$ cat config.mk
export PLATFORM = sky130hd
export DESIGN_NAME = reaction_timer
export DESIGN_NICKNAME = d
export VERILOG_FILES = /design/src/rtl/rt_pkg.sv /design/src/rtl/rt_hold_flag.sv /design/src/rtl/rt_delay.sv /design/src/rtl/rt_tick_gen.sv /design/src/rtl/rt_bcd_chain.sv /design/src/rtl/reaction_timer.sv
export SDC_FILE = /design/constraint.sdc
export NUM_CORES = 1
export LEC_CHECK = 0
export BUFFER_PORTS_ARGS = -buffer_cell sky130_fd_sc_hd__buf_2
export CAP_MARGIN = 20
export CORE_MARGIN = 5
export CORE_UTILIZATION = 40
export DETAILED_ROUTE_END_ITERATION = 8
export GPL_TIMING_DRIVEN = 0
export PLACE_DENSITY = 0.57
export SYNTH_ARGS = -nofsm -noshare
export SYNTH_HDL_FRONTEND = slang
export SYNTH_HIERARCHICAL = 1
export SYNTH_SLANG_ARGS = --single-unit
export TNS_END_PERCENT = 1
$ cat constraint.sdc
create_clock -name clk -period 5.85 [get_ports clk]
set_clock_uncertainty 0.1 [all_clocks]
set_input_delay 1.17 -clock clk [delete_from_list [all_inputs] [get_ports clk]]
set_output_delay 1.17 -clock clk [all_outputs]
set_load 0.01 [all_outputs]
$ cat src/rtl/rt_pkg.sv
package rt_pkg;
  typedef logic [3:0] bcd_digit_t;
  localparam bcd_digit_t BCD_TOP = 4'd9;
endpackage

$ cat src/rtl/rt_hold_flag.sv
module rt_hold_flag (
  input  logic clk,
  input  logic rst_n,
  input  logic set_i,
  input  logic clr_i,
  output logic q_o
);
  logic q_nxt;

  always_comb begin
    if (clr_i) q_nxt = 1'b0;
    else       q_nxt = q_o | set_i;
  end

  always_ff @(posedge clk or negedge rst_n) begin
    if (!rst_n) q_o <= 1'b0;
    else        q_o <= q_nxt;
  end

  a_r4_flag_holds: assert property (@(posedge clk) disable iff (!rst_n)
    (q_o && !clr_i) |=> q_o);
endmodule

$ cat src/rtl/rt_delay.sv
module rt_delay #(
  parameter int DELAY_W = 28
) (
  input  logic clk,
  input  logic rst_n,
  input  logic clr_i,
  input  logic en_i,
  output logic start_o
);
  logic [DELAY_W-1:0] cnt_q, cnt_d;
  logic               cnt_we;

  always_comb begin
    cnt_we = clr_i | en_i;
    cnt_d  = clr_i ? '0 : cnt_q + 1'b1;
  end

  always_ff @(posedge clk or negedge rst_n) begin
    if (!rst_n)      cnt_q <= '0;
    else if (cnt_we) cnt_q <= cnt_d;
  end

  assign start_o = cnt_q[DELAY_W-1];
endmodule

$ cat src/rtl/rt_tick_gen.sv
module rt_tick_gen #(
  parameter int TICK_PERIOD = 500000
) (
  input  logic clk,
  input  logic rst_n,
  input  logic align_i,
  input  logic active_i,
  output logic tick_o
);
  localparam int CW = (TICK_PERIOD > 1) ? $clog2(TICK_PERIOD) : 1;
  localparam logic [CW-1:0] RELOAD = CW'(TICK_PERIOD - 1);

  logic [CW-1:0] cnt_q, cnt_d;
  logic          at_zero;

  always_comb begin
    at_zero = (cnt_q == '0);
    if (align_i || (active_i && at_zero)) cnt_d = RELOAD;
    else                                  cnt_d = cnt_q - 1'b1;
  end

  always_ff @(posedge clk or negedge rst_n) begin
    if (!rst_n) cnt_q <= RELOAD;
    else        cnt_q <= cnt_d;
  end

  assign tick_o = active_i & at_zero;
endmodule

$ cat src/rtl/rt_bcd_chain.sv
module rt_bcd_chain
  import rt_pkg::*;
#(
  parameter int NUM_DIGITS = 4
) (
  input  logic                    clk,
  input  logic                    rst_n,
  input  logic                    clr_i,
  input  logic                    en_i,
  output logic [4*NUM_DIGITS-1:0] digits_o,
  output logic                    sat_o
);
  logic [NUM_DIGITS:0]   low_nines;
  logic [NUM_DIGITS-1:0] is_nine;

  assign low_nines[0] = 1'b1;
  assign sat_o        = low_nines[NUM_DIGITS];

  for (genvar g = 0; g < NUM_DIGITS; g++) begin : g_digit
    bcd_digit_t dig_q, dig_d;
    logic       step;

    always_comb begin
      is_nine[g]     = (dig_q == BCD_TOP);
      low_nines[g+1] = low_nines[g] & is_nine[g];
      step           = en_i & ~sat_o & low_nines[g];
      if (clr_i)          dig_d = '0;
      else if (is_nine[g]) dig_d = '0;
      else                dig_d = dig_q + 1'b1;
    end

    always_ff @(posedge clk or negedge rst_n) begin
      if (!rst_n)              dig_q <= '0;
      else if (clr_i || step)  dig_q <= dig_d;
    end

    assign digits_o[4*g +: 4] = dig_q;

    a_r6_digit_range: assert property (@(posedge clk) disable iff (!rst_n)
      dig_q <= BCD_TOP);
  end

  a_r7_clear_digits: assert property (@(posedge clk) disable iff (!rst_n)
    clr_i |=> (digits_o == '0));
  a_r8_sat_hold: assert property (@(posedge clk) disable iff (!rst_n)
    (sat_o && !clr_i) |=> (sat_o && $stable(digits_o)));
endmodule

$ cat src/rtl/reaction_timer.sv
module reaction_timer #(
  parameter int DELAY_W     = 28,
  parameter int TICK_PERIOD = 500000,
  parameter int NUM_DIGITS  = 4
) (
  input  logic                    clk,
  input  logic                    rst_n,
  input  logic                    btn_reset_n,
  input  logic                    btn_request_n,
  input  logic                    btn_stop_n,
  output logic                    light_o,
  output logic [4*NUM_DIGITS-1:0] digits_o,
  output logic                    sat_o
);
  logic do_reset, do_request, do_stop;
  logic halt, count_clr;
  logic armed, active, start_w, align, tick, bcd_en;

  always_comb begin
    do_reset   = ~btn_reset_n;
    do_request = ~btn_request_n;
    do_stop    = ~btn_stop_n;
    halt       = do_reset | do_stop;
    count_clr  = do_reset | do_request;
    align      = start_w & ~active & ~halt;
    bcd_en     = tick;
  end

  rt_hold_flag u_run (
    .clk(clk), .rst_n(rst_n), .set_i(do_request), .clr_i(halt), .q_o(armed)
  );

  rt_delay #(.DELAY_W(DELAY_W)) u_delay (
    .clk(clk), .rst_n(rst_n), .clr_i(halt), .en_i(armed), .start_o(start_w)
  );

  rt_hold_flag u_active (
    .clk(clk), .rst_n(rst_n), .set_i(start_w), .clr_i(halt), .q_o(active)
  );

  rt_tick_gen #(.TICK_PERIOD(TICK_PERIOD)) u_tick (
    .clk(clk), .rst_n(rst_n), .align_i(align), .active_i(active), .tick_o(tick)
  );

  rt_bcd_chain #(.NUM_DIGITS(NUM_DIGITS)) u_bcd (
    .clk(clk), .rst_n(rst_n), .clr_i(count_clr), .en_i(bcd_en),
    .digits_o(digits_o), .sat_o(sat_o)
  );

  assign light_o = active;

  a_r2_stop_kills_light: assert property (@(posedge clk) disable iff (!rst_n)
    halt |=> !light_o);
  a_r3_light_after_start: assert property (@(posedge clk) disable iff (!rst_n)
    $rose(light_o) |-> $past(start_w));
  a_r5_no_early_tick: assert property (@(posedge clk) disable iff (!rst_n)
    $rose(light_o) |-> !bcd_en);
  a_r1_reset_blocks_run: assert property (@(posedge clk) disable iff (!rst_n)
    do_reset |=> !armed);
endmodule

==> flow_summary.yaml <==
timing:
  finalHoldViolations: 0
  setup_tns_ns: 0
  drv_slew: 0
  max_slew_margin_pct: 43.1
  worstMarginPinSlew_ns: 0.853
  period_minus_slack_ns: 3.20
  whs_ns: 0.370
  setup_viol: 0
  fmax_mhz: 313
  rsz0062_at_grt: "false"
  timing.final.crit_share_pct: 54.6
  setup_ws_ns: 2.65
logic_synthesis:
  yosysUniqueCellTypes: 54
  ys_warn_count: 6
  synthCells: 353
  ys_seq_area_share_pct: 46.0
  syn_area_um2: 3560
  syn_area_per_cell_um2: 10.1
  synth_top_flop_cell: "dfrtp_1"
  synth-seq-cells: 65
  ys_async_sr_fraction_pct: 100
  synth_edf_count: 0
  syn_nets: 368
layout:
  nNetsFinal: 401
  area_delta_synth_final_pct: 13.2
  fillCellCount: 846
  final_cell_mix: "54 x dfrtp_1, 39 x nor2_1, 28 x nand2_1, 25 x buf_2, 22 x a21oi_1"
  drive_above_1_share_pct: 17.9
  antenna_cells: 0
  final_util_pct: 46.3
  final_common_cell: "dfrtp_1"
floorplan:
  start_util_pct: 40.9
  ioPinCount: 23
  design.die.area_um2: 10900
  fp.dieH_um: 104
  coreArea_um2: 8720
  rows: 34
  die_w_um: 104
grt:
  grt_first_pass_wirelength_um: 13100
  grt_overflow: 0
  antenna_found_initial: 0
  grt_max_degree: 66
  grt_use_total_pct: 14.3
  grt_pass1_vias: 2690
place:
  dp.final_hpwl_um: 4910
  pre_cts_ws_ns: 2.78
  numPortBuffers: 22
  gp_congestion: 0.782
pwr:
  leakagePower_nw: 1.66
  ir_drop_uv: 85.8
  p_total_mw: 0.897
  power_density_nw_per_um2: 222
worst_setup_path:
  cp_max_fo: 7
  worst-r2r-setup-slack_ns: 2.80
  startpoint_type: "register"
  arrival_ns: 1.93
  ff2ff_path_depth: 9
  rr_endpoint: "u_bcd/g_digit[3].dig_q[1]"
  crit_required_ns: 4.58
  end_kind: "primary output"
  critPathKind: "register to primary output"
  timing.rr.start: "u_tick/cnt_q[0]"
clocking:
  post_cts_buffers: 0
  hold_buffers: 0
  numCtsBuffers: 9
  clock_sinks: 65
  cts.path.max_buffers: 2
  cts_root_buf: "clkbuf_8"
  ctsHtreeMaxLevel: 3
  clk_latency_ns: 0.33
  post_cts_resize_count: 0
  cts_tree: "done"
  clkSlewWorstSetupHoldPaths_ns: 0.07
routing:
  first_pass_iters: 4
  drt-total-wl_um: 7310
  viasPerCell: 5.47
  wl_per_cell_um: 14.7
  ant_nets: 0
  num_vias: 2732
  initialDrtViolationCount: 112
  drc: 0
hold_path:
  hold_class: "register to register"
  whs_endpoint: "u_tick/cnt_q[0]"
  min-delay-start: "u_tick/cnt_q[0]"
  hold_depth: 1
run_status:
  outcome: "complete, no violations"
job:
  cap_violations: 0
==> state kept, by name (all words and copies together) (netlist names) <==
register,cells
u_tick/cnt_q,19
u_delay/cnt_q,28
u_active/q_o,1
u_run/q_o,1
u_bcd/g_digit.dig_q,16
==> metrics by stage <==
stage               std cells  area [µm²]
detailed placement        483        3810
finish                    499        4030
global route              499        4030
global placement          483        3810
CTS                       499        4030
floorplan                 353        3560
==> power by group <==
part | switching, mW | internal (mW)
sequential | 0.000796 | 0.450
clock | 0.163 | 0.264
combinational | 0.0157 | 0.00303
total | 0.180 | 0.718
==> layout make-up <==
class / instances / area [µm²] / area share (%)
plain buffers: 14 / 83.8 / 2.08
clock buffers: 14 / 163 / 4.03
clock inverters: 2 / 60.1 / 1.49
inverters: 11 / 41.3 / 1.02
multi-input cells: 263 / 1800 / 44.6
flip-flops and latches: 65 / 1640 / 40.7
well taps: 108 / 135 / 3.35
repair buffers: 22 / 113 / 2.79
==> routing by layer <==
layer	track usage [%]	part of all wire (%)
met5	0	0
met4	5.83	1.8
met3	2.67	3.2
met2	22.1	45
met1	19.7	50
==> cells in the mapped netlist (all sizes together) (5+ instances only) <==
library cell	count	area [µm²]
a21oi	22	110
and3	5	31.3
and3b	5	43.8
buf	11	72.6
dfrtp	54	1350
dfstp	11	289
ha	10	125
inv	11	41.3
nand2	28	105
nand3	16	110
nand4	12	81.3
nor2	39	146
nor3	8	40.0
nor4	8	101
o21ai	9	45.0
o31ai	13	97.6
or3	6	37.5
or4	12	90.1
xnor2	10	87.6
xor2	18	158
==> cells by family after synthesis <==
family                   count (synthesis)  synth area share [%]
AO/OA/AOI/OAI                           61                  11.6
adder cells (fa/ha/maj)                 10                  3.51
flip-flops                              65                  46.0
buffers and inverters                   25                  3.51
multiplexers                             3                 0.843
AND/OR/NAND/NOR                        161                  27.6
XOR/XNOR                                28                  6.88
==> worst max-delay path, stage by stage (launching register included) <==
cell and delay (ns):
dfrtp_1 0.44, inv_1 0.08, ha_1 0.19, nand3b_2 0.22, nor4_1 0.46, buf_2 0.21
==> how the worst max path moves through the flow <==
stage / start / to / cells past startpoint
5_1_grt: u_bcd/g_digit[1].dig_q[1] / sat_o / 5
2_1_floorplan: u_bcd/g_digit[2].dig_q[1] / sat_o / 4
4_1_cts: u_bcd/g_digit[2].dig_q[1] / sat_o / 5
3_5_place_dp: u_tick/cnt_q[0] / u_bcd/g_digit[3].dig_q[1] / 9
6_report: u_bcd/g_digit[2].dig_q[1] / sat_o / 5
3_3_place_gp: u_tick/cnt_q[0] / u_bcd/g_digit[3].dig_q[1] / 9
No activity file was read; power rests on OpenSTA's default activity.
